--- src/rtl/spi_reg_pkg.sv ---
// Package: constants and types shared by the serial register-access slave.
// Assumes byte-wide registers with 7-bit addresses, as fixed by the frame layout.
package spi_reg_pkg;
    localparam int BYTE_W   = 8;
    localparam int ADDR_W   = 7;
    localparam int CNT_W    = 6;
    localparam int MAX_DATA = 3;

    localparam logic [CNT_W-1:0] CNT_SAT = '1;
    localparam logic [CNT_W-1:0] CNT_B1  = 6'd8;
    localparam logic [CNT_W-1:0] CNT_B2  = 6'd16;
    localparam logic [CNT_W-1:0] CNT_B3  = 6'd24;
    localparam logic [CNT_W-1:0] CNT_B4  = 6'd32;

    typedef logic [BYTE_W-1:0] byte_t;

    // Snapshot of a finished frame handed from the shifter to the commit unit
    typedef struct packed {
        logic                       rd;
        logic [ADDR_W:0]            base;
        logic [CNT_W-1:0]           nbits;
        byte_t [MAX_DATA-1:0]       data;
    } frame_t;

    // True when a bit count is one of the three legal frame lengths
    function automatic logic len_legal(input logic [CNT_W-1:0] n);
        return (n == CNT_B2) || (n == CNT_B3) || (n == CNT_B4);
    endfunction
endpackage

--- src/rtl/spi_in_sync.sv ---
// Module: multi-stage synchronizer for the asynchronous serial pins.
// Assumes the pins change slowly compared with clk; each bit is synchronized
// on its own, with no relation kept between bits.
module spi_in_sync #(
    parameter int              W       = 3,
    parameter int              STAGES  = 2,
    parameter logic [W-1:0]    RST_VAL = '0
) (
    input  logic         clk,
    input  logic         rst_n,
    input  logic [W-1:0] async_i,
    output logic [W-1:0] sync_o
);
    logic [W-1:0] stg [STAGES];

    generate
        for (genvar s = 0; s < STAGES; s++) begin : g_stage
            if (s == 0) begin : g_first
                // First stage captures the raw pins
                always_ff @(posedge clk) begin
                    if (!rst_n) stg[0] <= RST_VAL;
                    else        stg[0] <= async_i;
                end
            end else begin : g_next
                // Later stages shift the sample along
                always_ff @(posedge clk) begin
                    if (!rst_n) stg[s] <= RST_VAL;
                    else        stg[s] <= stg[s-1];
                end
            end
        end
    endgenerate

    assign sync_o = stg[STAGES-1];
endmodule

--- src/rtl/spi_frame_shifter.sv ---
// Module: serial frame engine. It detects SCK and chip-select edges on the
// synchronized pins, counts bits, captures the address byte and data bytes,
// steps the read pointer, and drives SDO with read data or the echo.
// Assumes rd_val_i is a combinational function of rd_ptr_o and is stable
// by the next SCK rising edge.
module spi_frame_shifter
    import spi_reg_pkg::*;
(
    input  logic             clk,
    input  logic             rst_n,
    input  logic             sleep_i,
    input  logic             sck_s,
    input  logic             csn_s,
    input  logic             sdi_s,
    input  byte_t            rd_val_i,
    output logic [ADDR_W:0]  rd_ptr_o,
    output logic             sdo_o,
    output frame_t           frame_o,
    output logic             frame_done_o
);
    logic                  sck_q, csn_q, in_frame, last_sdi, rd_q;
    logic [CNT_W-1:0]      cnt;
    logic [BYTE_W-2:0]     shin;
    byte_t                 tx_sh;
    logic [ADDR_W:0]       base_q;
    byte_t [MAX_DATA-1:0]  data_q;

    logic                  sck_fall, sck_rise, cs_fall, cs_rise;
    logic [CNT_W-1:0]      cnt_next;
    byte_t                 byte_now;

    // Edge flags and the next bit count
    always_comb begin
        sck_fall = sck_q & ~sck_s;
        sck_rise = ~sck_q & sck_s;
        cs_fall  = csn_q & ~csn_s;
        cs_rise  = ~csn_q & csn_s;
        cnt_next = (cnt == CNT_SAT) ? cnt : cnt + 1'b1;
        byte_now = {shin, sdi_s};
    end

    // Frame state: bit count, shift-in, capture and SDO drive
    always_ff @(posedge clk) begin
        if (!rst_n) begin
            sck_q        <= 1'b1;
            csn_q        <= 1'b1;
            in_frame     <= 1'b0;
            cnt          <= '0;
            shin         <= '0;
            tx_sh        <= '0;
            last_sdi     <= 1'b0;
            rd_q         <= 1'b0;
            base_q       <= '0;
            rd_ptr_o     <= '0;
            data_q       <= '0;
            sdo_o        <= 1'b0;
            frame_done_o <= 1'b0;
        end else begin
            sck_q        <= sck_s;
            csn_q        <= csn_s;
            frame_done_o <= 1'b0;
            if (sleep_i) begin
                in_frame <= 1'b0;
                sdo_o    <= 1'b0;
            end else if (cs_fall) begin
                in_frame <= 1'b1;
                cnt      <= '0;
                tx_sh    <= '0;
                sdo_o    <= 1'b0;
            end else if (in_frame) begin
                if (cs_rise) begin
                    in_frame     <= 1'b0;
                    frame_done_o <= 1'b1;
                    sdo_o        <= 1'b0;
                end else begin
                    if (sck_fall) begin
                        cnt      <= cnt_next;
                        shin     <= byte_now[BYTE_W-2:0];
                        last_sdi <= sdi_s;
                        case (cnt_next)
                            CNT_B1: begin
                                base_q   <= {1'b0, byte_now[BYTE_W-1:1]};
                                rd_q     <= byte_now[0];
                                rd_ptr_o <= {1'b0, byte_now[BYTE_W-1:1]};
                            end
                            CNT_B2: begin
                                data_q[0] <= byte_now;
                                rd_ptr_o  <= rd_ptr_o + 1'b1;
                            end
                            CNT_B3: begin
                                data_q[1] <= byte_now;
                                rd_ptr_o  <= rd_ptr_o + 1'b1;
                            end
                            CNT_B4:  data_q[2] <= byte_now;
                            default: ;
                        endcase
                    end
                    if (sck_rise) begin
                        if ((cnt == CNT_B1) || (cnt == CNT_B2) || (cnt == CNT_B3)) begin
                            {sdo_o, tx_sh} <= {rd_val_i, 1'b0};
                        end else if (cnt > CNT_B4) begin
                            sdo_o <= last_sdi;
                        end else begin
                            {sdo_o, tx_sh} <= {tx_sh, 1'b0};
                        end
                    end
                end
            end
        end
    end

    assign frame_o = '{rd: rd_q, base: base_q, nbits: cnt, data: data_q};
endmodule

--- src/rtl/spi_commit_unit.sv ---
// Module: write commit and failure latch. After a finished frame it checks
// the length, then plays the buffered bytes onto the register bus one per
// cycle, dropping out-of-range, locked or illegal-mode bytes, and keeps the
// sticky failure flag with its write-one-to-clear address.
// Assumes lock_i is steady while a commit is in progress.
module spi_commit_unit
    import spi_reg_pkg::*;
#(
    parameter int                 NUM_REGS   = 32,
    parameter logic [ADDR_W-1:0]  MODE_ADDR  = 7'h01,
    parameter logic [7:0]         MODE_LEGAL = 8'h0F,
    parameter logic [ADDR_W-1:0]  FAIL_ADDR  = 7'h7F
) (
    input  logic                 clk,
    input  logic                 rst_n,
    input  frame_t               frame_i,
    input  logic                 frame_done_i,
    input  logic                 fail_en_i,
    input  logic [NUM_REGS-1:0]  lock_i,
    output logic                 wr_en_o,
    output logic [ADDR_W-1:0]    wr_addr_o,
    output byte_t                wr_data_o,
    output logic                 fail_flag_o
);
    localparam int              IDX_W = (NUM_REGS > 1) ? $clog2(NUM_REGS) : 1;
    localparam logic [ADDR_W:0] NUM_L = (ADDR_W+1)'(NUM_REGS);

    logic                  busy;
    logic [1:0]            left, idx;
    logic [ADDR_W:0]       ptr;
    byte_t [MAX_DATA-1:0]  buf_q;

    byte_t                 cur;
    logic                  in_rng, locked, mode_bad, do_wr, clr_hit, byte_err, len_err;

    // Per-byte decision for the byte now at the head of the commit
    always_comb begin
        cur      = buf_q[idx];
        in_rng   = ptr < NUM_L;
        locked   = in_rng && lock_i[ptr[IDX_W-1:0]];
        mode_bad = in_rng && (ptr == {1'b0, MODE_ADDR}) && !MODE_LEGAL[cur[2:0]];
        do_wr    = busy && in_rng && !locked && !mode_bad;
        byte_err = busy && (locked || mode_bad);
        clr_hit  = busy && (ptr == {1'b0, FAIL_ADDR}) && cur[0];
        len_err  = frame_done_i && !len_legal(frame_i.nbits);
    end

    // Commit sequencer: loads a finished write frame and walks its bytes
    always_ff @(posedge clk) begin
        if (!rst_n) begin
            busy  <= 1'b0;
            left  <= '0;
            idx   <= '0;
            ptr   <= '0;
            buf_q <= '0;
        end else if (frame_done_i) begin
            busy  <= len_legal(frame_i.nbits) && !frame_i.rd;
            ptr   <= frame_i.base;
            idx   <= '0;
            buf_q <= frame_i.data;
            case (frame_i.nbits)
                CNT_B2:  left <= 2'd1;
                CNT_B3:  left <= 2'd2;
                default: left <= 2'd3;
            endcase
        end else if (busy) begin
            ptr  <= ptr + 1'b1;
            idx  <= idx + 1'b1;
            left <= left - 1'b1;
            if (left == 2'd1) busy <= 1'b0;
        end
    end

    // Register-bus write port, registered
    always_ff @(posedge clk) begin
        if (!rst_n) begin
            wr_en_o   <= 1'b0;
            wr_addr_o <= '0;
            wr_data_o <= '0;
        end else begin
            wr_en_o   <= do_wr;
            wr_addr_o <= ptr[ADDR_W-1:0];
            wr_data_o <= cur;
        end
    end

    // Sticky failure flag: setting has priority over clearing
    always_ff @(posedge clk) begin
        if (!rst_n)                               fail_flag_o <= 1'b0;
        else if ((len_err || byte_err) && fail_en_i) fail_flag_o <= 1'b1;
        else if (clr_hit)                         fail_flag_o <= 1'b0;
    end
endmodule

--- src/rtl/spi_reg_slave.sv ---
// Module: top of the serial register-access slave. It synchronizes the
// pins, runs the frame engine, selects the read value returned on SDO and
// hands finished frames to the commit unit.
// Assumes the register map answers rd_addr_o combinationally on rd_data_i.
module spi_reg_slave
    import spi_reg_pkg::*;
#(
    parameter int                 NUM_REGS    = 32,
    parameter int                 SYNC_STAGES = 2,
    parameter logic [ADDR_W-1:0]  MODE_ADDR   = 7'h01,
    parameter logic [7:0]         MODE_LEGAL  = 8'h0F,
    parameter logic [ADDR_W-1:0]  FAIL_ADDR   = 7'h7F
) (
    input  logic                 clk,
    input  logic                 rst_n,
    input  logic                 sleep_i,
    input  logic                 fail_det_en_i,
    input  logic                 spi_sck_i,
    input  logic                 spi_csn_i,
    input  logic                 spi_sdi_i,
    output logic                 spi_sdo_o,
    output logic [ADDR_W-1:0]    rd_addr_o,
    input  logic [BYTE_W-1:0]    rd_data_i,
    output logic                 wr_en_o,
    output logic [ADDR_W-1:0]    wr_addr_o,
    output logic [BYTE_W-1:0]    wr_data_o,
    input  logic [NUM_REGS-1:0]  lock_i,
    output logic                 fail_flag_o
);
    localparam logic [ADDR_W:0] NUM_L = (ADDR_W+1)'(NUM_REGS);

    logic [2:0]       pins_s;
    logic             sck_s, csn_s, sdi_s;
    logic [ADDR_W:0]  rd_ptr;
    byte_t            rd_val;
    frame_t           frame;
    logic             frame_done;

    spi_in_sync #(.W(3), .STAGES(SYNC_STAGES), .RST_VAL(3'b110)) i_sync (
        .clk     (clk),
        .rst_n   (rst_n),
        .async_i ({spi_sck_i, spi_csn_i, spi_sdi_i}),
        .sync_o  (pins_s)
    );

    assign {sck_s, csn_s, sdi_s} = pins_s;
    assign rd_addr_o             = rd_ptr[ADDR_W-1:0];

    // Value returned on SDO for the address under the read pointer
    always_comb begin
        if (rd_ptr < NUM_L)                       rd_val = rd_data_i;
        else if (rd_ptr == {1'b0, FAIL_ADDR})     rd_val = {7'b0, fail_flag_o};
        else                                      rd_val = '0;
    end

    spi_frame_shifter i_shift (
        .clk          (clk),
        .rst_n        (rst_n),
        .sleep_i      (sleep_i),
        .sck_s        (sck_s),
        .csn_s        (csn_s),
        .sdi_s        (sdi_s),
        .rd_val_i     (rd_val),
        .rd_ptr_o     (rd_ptr),
        .sdo_o        (spi_sdo_o),
        .frame_o      (frame),
        .frame_done_o (frame_done)
    );

    spi_commit_unit #(
        .NUM_REGS   (NUM_REGS),
        .MODE_ADDR  (MODE_ADDR),
        .MODE_LEGAL (MODE_LEGAL),
        .FAIL_ADDR  (FAIL_ADDR)
    ) i_commit (
        .clk          (clk),
        .rst_n        (rst_n),
        .frame_i      (frame),
        .frame_done_i (frame_done),
        .fail_en_i    (fail_det_en_i),
        .lock_i       (lock_i),
        .wr_en_o      (wr_en_o),
        .wr_addr_o    (wr_addr_o),
        .wr_data_o    (wr_data_o),
        .fail_flag_o  (fail_flag_o)
    );
endmodule

--- config.mk ---
export PLATFORM = sky130hd
export DESIGN_NAME = spi_reg_slave
export DESIGN_NICKNAME = d
export VERILOG_FILES = /design/src/rtl/spi_reg_pkg.sv /design/src/rtl/spi_in_sync.sv /design/src/rtl/spi_frame_shifter.sv /design/src/rtl/spi_commit_unit.sv /design/src/rtl/spi_reg_slave.sv
export SDC_FILE = /design/constraint.sdc
export NUM_CORES = 1
export LEC_CHECK = 0
export CORE_UTILIZATION = 57
export CTS_CLUSTER_DIAMETER = 150
export DETAILED_ROUTE_END_ITERATION = 10
export DONT_BUFFER_PORTS = 1
export PLACE_DENSITY = 0.75
export SETUP_SLACK_MARGIN = 0.02
export SKIP_CTS_REPAIR_TIMING = 1
export SYNTH_ARGS = -nofsm -noshare
export SYNTH_HDL_FRONTEND = slang
export SYNTH_SLANG_ARGS = --single-unit
--- constraint.sdc ---
create_clock -name clk -period 2.5 [get_ports clk]
set_clock_uncertainty 0.2 [all_clocks]
set_input_delay 0.375 -clock clk [delete_from_list [all_inputs] [get_ports clk]]
set_output_delay 0.375 -clock clk [all_outputs]
set_load 0.1 [all_outputs]
* Word level (Yosys, flattened, before mapping)
Memory sizes are Yosys's and may differ from the RTL's. Cells that the tools add are included.
Storage, ports and cells: register bits 121, memory bits (writable) 6, memory bits (read-only) 8, input port bits 47, output and inout bits 25, memories kept 2
Memories:
- (no name shown) | words 8, bits a word 1, read ports 1, clocked after Yosys merged registers in 0, wr ports 0, RTL line spi_commit_unit.sv:41 | mode_bad = in_rng && (ptr == {1'b0, MODE_ADDR}) && !MODE_LEGAL[cur[2:0]];
- i_sync.stg | words 2, bits a word 3, read ports 2, clocked after Yosys merged registers in 0, wr ports 2, RTL line spi_in_sync.sv:14 | logic [W-1:0] stg [STAGES];
Cells by class: add/subtract/negate cells 5, order comparisons 6, equality and inequality tests 15, multiplexer cells 41, bitwise operators 15, reductions and logical operators 44
Operators by type and width (count):
- 8-bit 2-to-1 mux | 10
- 6-bit 2-to-1 mux | 5
- 6-bit AND reduction | 5
- 6-bit by 5-bit equality test with 1-bit output, second input constant | 4
- 6-bit equality test, second input constant | 3
- 1-bit 2-to-1 mux | 18
- 8-bit by 1-bit adder with 8-bit output, second input constant | 2
- 8-bit binary-select mux with 2-bit select | 1
- 8-bit by 7-bit equality test with 1-bit output, second input constant | 2
- 8-bit by 6-bit < comparator with 1-bit output, second input constant | 2
- 8-bit one-hot mux with 2 select lines | 1
- 2-bit nonzero test | 7
- 6-bit by 4-bit equality test with 1-bit output, second input constant | 2
- 1-bit logical AND | 12
- 5-bit AND reduction | 2
- 1-bit NOT | 9
- 8-bit by 1-bit equality test with 1-bit output, second input constant | 1
- 6-bit by 1-bit adder with 6-bit output, second input constant | 1
- 6-bit > comparator, second input constant | 1
- 1-bit logical OR | 6
- 5-bit by 6-bit < comparator with 1-bit output, second input constant | 1
- 3-bit 2-to-1 mux | 2
- 2-bit OR reduction | 3
- 1-bit binary-select mux with 5-bit select | 1
- 16 further kinds | 25

* Longest topological paths before layout
Gate-level depths: netlist of run 1.
depth in word-level cells 11, gate-level depth with buffers 9

* Cells and area by module
A second synthesis of run 1 with hierarchy kept.
Unflattened totals: cells, all modules 601, area, all modules 5669.2 um2
By module, submodules not included:
- spi_frame_shifter | instances 1, cells an instance 328, area each 2950.3 um2
- spi_commit_unit | instances 1, cells an instance 249, area each 2472.4 um2
- spi_in_sync | instances 1, cells an instance 12, area each 157.7 um2
- spi_reg_slave | instances 1, cells an instance 12, area each 88.8 um2

* Worst setup path after synthesis of run 1
OpenSTA, ideal clock, no wires.
path kind register to register, start point register i_shift.cnt[0], end point register i_shift.rd_ptr_o[5], data arrival time 2.049 ns, setup slack 0.129 ns, stages on the path, launching flop included 10, clock period less this slack 2.371 ns, cell sequence dfxtp_1 inv_1 ha_1 nand2b_1 a2111oi_4 and2_1 buf_2 buf_4 mux2i_1 o22ai_1
On the way: cells in the longest elaborated chain, start to end 6, elaborated cells on any way between the ends 10, classes of those cells add/sub (1); eq/ne (4); mux (2); reduce/logical (3)
RTL lines:
- start, declared | RTL line spi_frame_shifter.sv:22 | logic [CNT_W-1:0] cnt;
- start signal, assigned | RTL line spi_frame_shifter.sv:77 | cnt <= cnt_next;
- 6-bit by 1-bit adder with 6-bit output / 6-bit equality test (equally long branches) | RTL line spi_frame_shifter.sv:38 | cnt_next = (cnt == CNT_SAT) ? cnt : cnt + 1'b1;
- 6-bit 2-to-1 mux (*) | RTL line spi_frame_shifter.sv:38
- 6-bit by 5-bit equality test with 1-bit output | RTL line spi_frame_shifter.sv:80 | case (cnt_next)
- 2-bit OR reduction (no source line)
- 2-bit nonzero test (no source line)
- 6-bit AND reduction (no source line)
- end signal, assigned | RTL line spi_frame_shifter.sv:84 | rd_ptr_o <= {1'b0, byte_now[BYTE_W-1:1]};
- end signal, assigned | RTL line spi_frame_shifter.sv:88 | rd_ptr_o <= rd_ptr_o + 1'b1;
- end signal, assigned | RTL line spi_frame_shifter.sv:92 | rd_ptr_o <= rd_ptr_o + 1'b1;
- end, declared | RTL line spi_frame_shifter.sv:16 | output logic [ADDR_W:0] rd_ptr_o,
Every way passes the cells marked *; elsewhere a longest branch is shown, timed or not. A chain may end at the register's enable or synchronous reset.

* Worst setup path after layout of run 1
start point register i_shift.cnt[0], end point register i_shift.tx_sh[3]
On the way: cells in the longest elaborated chain, start to end 8, elaborated cells on any way between the ends 13, classes of those cells order compare (1); eq/ne (4); mux (5); reduce/logical (3)
RTL lines:
- 6-bit by 4-bit equality test with 1-bit output / 6-bit by 5-bit equality test with 1-bit output (equally long branches) | RTL line spi_frame_shifter.sv:99 | if ((cnt == CNT_B1) || (cnt == CNT_B2) || (cnt == CNT_B3)) begin
- 1-bit logical OR (2 in a row) | RTL line spi_frame_shifter.sv:99
- 8-bit 2-to-1 mux | RTL line spi_frame_shifter.sv:99
- 8-bit 2-to-1 mux | RTL line spi_frame_shifter.sv:98 | if (sck_rise) begin
- 8-bit 2-to-1 mux | RTL line spi_frame_shifter.sv:71 | if (cs_rise) begin
- 8-bit 2-to-1 mux | RTL line spi_frame_shifter.sv:70 | end else if (in_frame) begin
- 8-bit 2-to-1 mux | RTL line spi_frame_shifter.sv:65 | end else if (cs_fall) begin
- end signal, assigned | RTL line spi_frame_shifter.sv:100 | {sdo_o, tx_sh} <= {rd_val_i, 1'b0};
- end signal, assigned | RTL line spi_frame_shifter.sv:104 | {sdo_o, tx_sh} <= {tx_sh, 1'b0};
- end, declared | RTL line spi_frame_shifter.sv:24 | byte_t tx_sh;
Parallel ways exist; a longest one is shown, timed or not. The select of a mux whose other input is x is not followed.

==> results.md, run 1 <==
Global routing:
- Global routing consumed, on the met2 layer, 41.8% of the routing resources.
- Global routing consumed, on the met3 layer, 6.43% of the routing resources.
- In the global route stage, met1 resource usage came out at 31.9%.
- Global routing consumed, over all layers together, 25.3% of the routing resources.
- Entering global routing, the biggest net connects 71 pins.
- In this run the most used layer during global routing was met2.
- The initial antenna violation count is 0.
- The via count of the first global-routing pass is 4,258.
- The first global-routing pass estimated 20,400 um of wire.
- The total overflow left after global routing is 0.

Status:
- The run finished with clean final reports.

Synth:
- The number of enable-type register cells in the synthesized netlist is 0.
- Synthesis produced 637 cells.
- The total of flip-flops plus latches after synthesis is 125.
- After synthesis, the most frequently instantiated cells are dfxtp_1, nor2_1, mux2i_1, nand2_1, a21oi_1.
- The number of distinct library cells after synthesis is 60.
- The average instance area after synthesis is 8.98 um^2.
- Of the post-synthesis cell area, the dominant cell type holds 43.7%.
- The netlist area before placement is 0.00572 mm^2.
- The dominant register cell in the synthesized netlist is dfxtp_1.
- Of the synthesized area, sequential elements account for 43.7%.
- The most frequently used cell type in the post-synthesis netlist is dfxtp_1.
- The library cell with the largest summed area after synthesis is dfxtp_1.
- In the post-synthesis netlist, the biggest area contributors are dfxtp_1, mux2i_1, nor2_1.
- The share of synthesized flip-flops with an asynchronous set or reset is 0%.
- For this run, the number of Yosys warnings is 0.
- The post-synth net total is 692.

CTS:
- Clock latency on the worst-skew pair, taken at its later pin, is 0.52 ns.
- The tree is rooted in a clkbuf_8.
- The CTS tree is done.
- CTS built an H-tree with a depth of 4.
- In this run, CTS created clock tree buffers numbering 17.
- The number of clock sinks is 125.
- The clock edge transition at the registers on the reported setup and hold paths is 0.06 ns.
- The clock passes through at most 2 buffers.

Power:
- The fraction of power spent switching nets is 19.5%.
- The worst ir drop on vdd is 0.447 mV.
- Combinational cells account for 2.4% of the total power.
- The analysis attributes to cell leakage a power of 0.00256 uW.
- The total power divided by cell area is 669 mW/mm^2.
- The power share of the clock group is 53.5%.
- The power spent charging and discharging nets is 885 uW.
- Per report_power, the sequential group accounts for 44.1% of the total.
- The total power is 4550 uW.
- The cell-internal power is 3670 uW.

Setup path:
- The required time at the endpoint of the critical path is 2.72 ns.
- Setup slack on the worst reg-to-reg path comes out at 0.08 ns.
- Counting cells, the worst reg-to-reg path comes to 8.
- In this run the worst setup path begins at i_shift.cnt[0]$_SDFFE_PN0P_.
- STA classifies the critical path startpoint as a flip-flop.
- The top fanout value on the critical path is 14.
- STA classifies the critical path endpoint as a flip-flop.
- The worst register-to-register path ends at i_shift.tx_sh[3]$_SDFFE_PN0P_.
- The data arrival time of the critical path is 2.64 ns.
- By startpoint and endpoint, the worst setup path is classified as flip-flop to flip-flop.
- The startpoint identified for the worst register-to-register timing path is i_shift.cnt[0]$_SDFFE_PN0P_.

Cells and area:
- The post-route standard cell area excluding fillers is 0.00680 mm^2.
- Compared with the post-synthesis result, the final layout area differs by 18.8%.
- Measured on the finished design, the core utilization comes to 69.9%.
- The count of fill cells added during filler insertion is 715.
- The post-layout instance count excluding filler cells is 810.
- The ratio of cells with drive above 1 in the final layout is 15.4%.
- For this run, the post-layout net count is 720.
- The repair_antennas step left the layout with diodes totalling 0.

Flow run:
- The max-cap violation count is 0.

Placed design:
- After legalization and detailed placement, the total HPWL measured 8360 um.
- The area after detailed placement is 0.00602 mm^2.
- At the end of routability-driven placement, the weighted congestion stood at 0.838.
- The number of placed instances with taps included is 762.
- The number of I/O port buffers is 0.

Die:
- The die area is 0.0104 mm^2.
- In this run the count of I/O pins placed on the die edge is 72.
- The standard-cell row count is 36.
- The die boundary height is 102 um.
- The horizontal die dimension is 102 um.
- The core area is 0.00973 mm^2.
- The initial standard-cell utilization of the core is 58.8%.

Timing:
- The measured slew at the worst slew-check pin is 0.608 ns.
- Setup violations remaining at the end of the flow were counted as 0.
- The post-route minimum period is 2.42 ns.
- In the finished design, the share of the clock period the worst path needs comes to 96.6%.
- The number of max-slew violations in the final report is 0.
- Timing would allow up to 414 MHz.
- The number of hold violations in the final report is 0.
- Measured against its own limit, the worst slew margin works out to 59.1%.

Worst hold path:
- The worst hold path begins at sleep_i.
- The number of instances on the worst hold path is 4.
- The path type of the worst min-delay path is input port to flip-flop.
- The worst hold endpoint is i_shift.tx_sh[2]$_SDFFE_PN0P_.

Detailed routing:
- The detailed-route vias per instance is 5.85.
- The detailed-route wire length is 13,100 um.
- The number of iterations in the first detailed-routing pass is 4.
- Dividing the detail-routed wire length by the instance count gives 16.1 um.
- In the routed design, unresolved DRC markers number 0.
- After the first detailed-routing iteration, the DRC count stood at 304.
- The via count is 4,742.
- The remaining antenna violation count after routing is 0.
-- sequential cells by signal, indices dropped and copies added (netlist names), 2 cells and up --
signal	count
i_commit.buf_q	24
i_shift.frame_o	24
i_commit.ptr	8
i_commit.wr_data_o	8
i_shift.rd_ptr_o	8
i_commit.wr_addr_o	7
i_shift.base_q	7
i_shift.shin	7
i_shift.tx_sh	7
i_shift.cnt	6
i_sync.stg	6
i_commit.idx	2
i_commit.left	2
-- area by class of cell --
cell class              count  area [um^2]  share of cell area (%)
repair buffers             64          577                    8.48
flip-flops and latches    125         2500                    36.8
clock buffers              25          484                    7.12
inverters                  11         41.3                   0.607
multi-input cells         446         2920                    42.9
clock inverters             6          108                    1.58
well taps                 133          166                    2.45
-- power by group through the flow --
stage | logic (uW) | clock network [uW] | registers, uW
CTS | 69.3 | 2460 | 2010
floorplan | 70.8 | 0 | 2050
finish | 109 | 2430 | 2010
global route | 117 | 2570 | 2010
global placement | 67.1 | 0 | 2050
detailed placement | 68.9 | 0 | 2050
-- placed cells by master (no fill, tap or decap), drive strengths merged, types with 7 or more instances in the layout --
cell type / count
a211oi: 8
a21oi: 34
a22oi: 8
and2: 15
buf: 50
clkbuf: 25
dfxtp: 125
dlygate4sd3: 14
ha: 8
inv: 11
mux2i: 57
nand2: 54
nand2b: 10
nand3: 33
nor2: 82
nor3: 7
o21ai: 31
o22ai: 7
xor2: 8
-- critical path, cell delays in order, from the launching register on --
cell and delay [ns]:
dfxtp_1 0.35, inv_1 0.09, ha_2 0.22, or4b_1 0.50, a21o_1 0.23, a211oi_4 0.26, buf_6 0.19, nor2_1 0.06
a211oi_1 0.21
-- worst max-delay path by stage --
| stage | slack (ns) | end |
|---|---|---|
| after floorplan | 0.13 | i_shift.rd_ptr_o[5]$_SDFFE_PN0P_ |
| after global placement | 0.15 | i_shift.rd_ptr_o[2]$_SDFFE_PN0P_ |
| after detailed placement | 0.07 | i_shift.rd_ptr_o[2]$_SDFFE_PN0P_ |
| after CTS | 0.05 | i_shift.rd_ptr_o[6]$_SDFFE_PN0P_ |
| after global routing | -0.01 | i_shift.tx_sh[3]$_SDFFE_PN0P_ |
| final | 0.08 | i_shift.tx_sh[3]$_SDFFE_PN0P_ |
-- per-layer routing --
metal	part of all wire, %	vias up
li1	-	2286
met1	43	2278
met2	50	154
met3	5.0	24
met4	1.8	0
met5	0	-
-- through the flow --
step,setup TNS [ns],setup slack [ns],hold slack [ns]
3_3_place_gp,0,0.153,0.197
5_1_grt,-0.0126,-0.0126,0.0208
4_1_cts,0,0.0531,-0.280
6_report,0,0.0838,0.0182
2_1_floorplan,0,0.129,0.186
3_5_place_dp,0,0.0690,0.199
-- cell families (layout without fill, tap and decap cells) --
group	count (synthesis)	in the layout	synth area share, %
and+or+nand+nor	243	243	20.7
DFF	125	125	43.7
AOI/OAI and AO/OA	119	119	14.1
buffers and inverters	66	106	5.29
muxes	65	65	12.7
xor gates and xnor gates	11	11	1.68
adders and majority gates	8	8	1.75
Power figures use the tool's default switching activity.
==> run 2: changes to the inputs <==
--- a/config.mk
+++ b/config.mk
@@ -5,11 +5,13 @@
 export SDC_FILE = /design/constraint.sdc
 export NUM_CORES = 1
 export LEC_CHECK = 0
-export CORE_UTILIZATION = 57
+export CORE_ASPECT_RATIO = 0.7
+export CORE_UTILIZATION = 61
 export CTS_CLUSTER_DIAMETER = 150
 export DETAILED_ROUTE_END_ITERATION = 10
 export DONT_BUFFER_PORTS = 1
-export PLACE_DENSITY = 0.75
+export PLACE_DENSITY = 0.77
+export RECOVER_POWER = 25
 export SETUP_SLACK_MARGIN = 0.02
 export SKIP_CTS_REPAIR_TIMING = 1
 export SYNTH_ARGS = -nofsm -noshare
==> constraint.sdc (replaced) <==
create_clock -name clk -period 2.9 [get_ports clk]
set_clock_uncertainty 0.2 [all_clocks]
set_input_delay 0.435 -clock clk [delete_from_list [all_inputs] [get_ports clk]]
set_output_delay 0.435 -clock clk [all_outputs]
set_load 0.1 [all_outputs]
==> results.md, run 2 (same netlist as run 1, synthesis figures left out) <==
CTS:
- The number of buffers between clock root and the deepest sink is 2.
- TritonCTS built the clock tree.
- The clock edge transition at the registers on the reported setup and hold paths is 0.06 ns.
- The number of buffers added by the clock tree synthesis step is 17.
- The count of H-tree levels built during CTS is 4.
- The clock drives 125 sinks.
- The clock latency at the later pin of the worst-skew pair is 0.42 ns.
- The cell sitting at the root of the clock tree is a clkbuf_16.

Power:
- In this run switching power makes up 19.9% of total power.
- The cell-internal power is 3230 uW.
- Combinational cells account for 2.0% of the total power.
- VDD sags by at most 0.400 mV.
- The leakage power is 0.00238 uW.
- The analysis attributes to net switching a power of 802 uW.
- Per report_power, the clock group accounts for 55.1% of the total.
- The total power divided by cell area is 620 mW/mm^2.
- The share of total power dissipated in sequential elements is 42.9%.

Worst hold path:
- The path type of the worst min-delay path is input port to flip-flop.

Global routing:
- In the global route stage, overall resource usage came out at 27.3%.
- Entering global routing, the biggest net connects 63 pins.
- The initial antenna violation count is 0.
- For this run the aggregate overflow at the end of global routing stands at 0.
- The via count of the first global-routing pass came to 4,301.
- The first global-routing pass estimated 21,300 um of wire.

Timing:
- Setup repair after global routing left no endpoint under its margin.
- Derived from the worst setup path, the maximum achievable clock frequency is 369 MHz.
- The fraction of the cycle the final worst path needs is 93.4%.
- The tightest hold path in the finished design has a slack of -0.0248 ns.
- Summed over all failing endpoints, the final setup total negative slack is 0 ns.
- The number of hold violations in the final report was 11.
- Measured against its own limit, the worst slew margin works out to -12.6%.
- The number of max-slew violations in the final report is 33.
- Setup violations remaining at the end of the flow were counted as 0.
- The measured slew at the worst slew-check pin is 1.69 ns.
- The post-route minimum period is 2.71 ns.

Detailed routing:
- The per-cell routed wire length is 17.2 um.
- After the first detailed-routing iteration, the DRC count stood at 309.
- The routed design has 13,200 um of wire.
- The routed layout has 4,562 vias.
- For this run, design rule violations remaining after detail routing come to 0.
- After detailed routing, the number of vias per cell comes to 5.92.
- The remaining antenna violation count after routing is 0.
- The number of iterations in the first detailed-routing pass is 5.

Flow run:
- The max-cap violation count is 1.

Cells and area:
- In the final layout, flip-flops and latches occupy 0.00250 mm^2.
- The layout has 693 filler cells.
- In the final layout, the multi-input gates occupy 0.00292 mm^2.
- The library cells used most frequently in the layout, excluding fill and tap cells, are dfxtp_1, nor2_1, mux2i_1, nand2_1, a21oi_1.
- In the final design database the tool counted 689 nets.
- The library cell used most frequently in the layout, excluding fill and tap cells, is dfxtp_1.
- Of the cells placed in the final design, the portion with a size suffix greater than 1 is 12.4%.
- Relative to the synthesized area, the layout overhead comes to 13.8%.
- The repair_antennas step left the layout with diodes totalling 0.

Die:
- During I/O placement, the number of pins put on the boundary was 72.
- The die covers 0.00978 mm^2.
- Row generation in the floorplan step produced 29 rows.
- The die is 118 um wide.
- The initial utilization of the core area, before any placement, comes to 63.1%.
- The core area is 0.00907 mm^2.
- The die boundary height is 83.0 um.

Setup path:
- At the worst endpoint, the arrival time is 2.81 ns.
- At the worst endpoint, the required time is 3.00 ns.
- STA classifies the critical path endpoint as a flip-flop.
- In this run the worst path has a maximum fanout of 12.
- The type of the worst setup path is flip-flop to flip-flop.
- Walking the worst path, the cells encountered are inv_1, ha_1, nand2b_1, a2111oi_4, and2_1, mux2i_1, o22ai_1.
- The largest incremental delay on the critical path is 0.54 ns.
- Grouping stages by cell kind, the critical path spends the most delay in simple AND/OR/NAND/NOR gates.
- The count of buffer and inverter cells on the critical path is 1.
- The worst setup path is launched from a flip-flop.
- The largest individual stage delay along the critical path comes from the cell and2_1.

Placed design:
- The post-detailed-placement half-perimeter wirelength is 8670 um.
- Buffers placed on the I/O ports in this run total 0.
- The placer's final routability congestion estimate is 0.832.

Status:
- The flow ran to the end, but the final reports show violations.
- The final reports fail on hold timing, capacitance limit, slew limit.
## run 2: cell types whose count changed in the layout (fill, tap and decap cells not counted), sizes merged
| cell | before | now |
|---|---|---|
| clkinv | 2 | 5 |
| clkbuf | 25 | 22 |
| buf | 50 | 24 |
| clkinvlp | 1 | 3 |
| bufinv | 3 | 4 |
| dlygate4sd3 | 14 | 7 |
## run 2: worst paths after layout
check	startpoint	end	slack, ns	cells after the start
max reg2reg	i_shift.cnt[0]$_SDFFE_PN0P_	i_shift.rd_ptr_o[2]$_SDFFE_PN0P_	0.19	7
min reg2reg	i_sync.stg[0][2]$_SDFF_PN1_	i_sync.stg[1][2]$_SDFF_PN1_	0.20	1
max	i_shift.cnt[0]$_SDFFE_PN0P_	i_shift.rd_ptr_o[2]$_SDFFE_PN0P_	0.19	7
min	rst_n	i_shift.frame_o[6]$_SDFFE_PN0P_	-0.02	2
## run 2: cell type report
cell class / count / area share (%)
Tap cell: 124 / 2.38
Sequential cell: 125 / 38.4
Inverter: 11 / 0.634
Clock buffer: 20 / 7.02
Multi-Input combinational cell: 446 / 44.8
Timing Repair Buffer: 33 / 4.15
Clock inverter: 12 / 2.58
## run 2: per-layer routing
metal | part of all wire, % | global-route usage [%] | vias to the layer above
li1 | - | - | 2234
met1 | 48 | 37.6 | 2176
met2 | 44 | 41.4 | 132
met3 | 6.8 | 8.45 | 20
met4 | 1.5 | 7.46 | 0
met5 | 0 | 0 | -
## run 2: worst reg2reg max path: cells and delay by family (launching register included)
family / cells / cell delay [ns]
buf+inv: 1 / 0.08
compound gates: 2 / 0.58
simple gates: 2 / 0.76
flops: 1 / 0.41
fa+ha+maj: 1 / 0.31
mux: 1 / 0.26
## run 2: stage by stage
step	cell area (um^2)	instances	setup slack [ns]	power [uW]	utilization (%)
floorplan	5720	637	0.529	1830	-
global route	6510	771	0.0214	4150	71.8
detailed placement	5800	731	0.219	1830	64.0
finish	6510	771	0.192	4030	71.8
global placement	5800	731	0.361	1820	64.0
CTS	6430	763	0.198	4030	70.9
## run 2: power groups by stage
stage	Clock [uW]	Combinational (uW)	Sequential, uW
after floorplan	0	61.0	1770
after global placement	0	56.5	1770
after detailed placement	0	58.8	1770
after CTS	2240	59.2	1730
after global routing	2330	86.4	1730
final	2220	79.6	1730
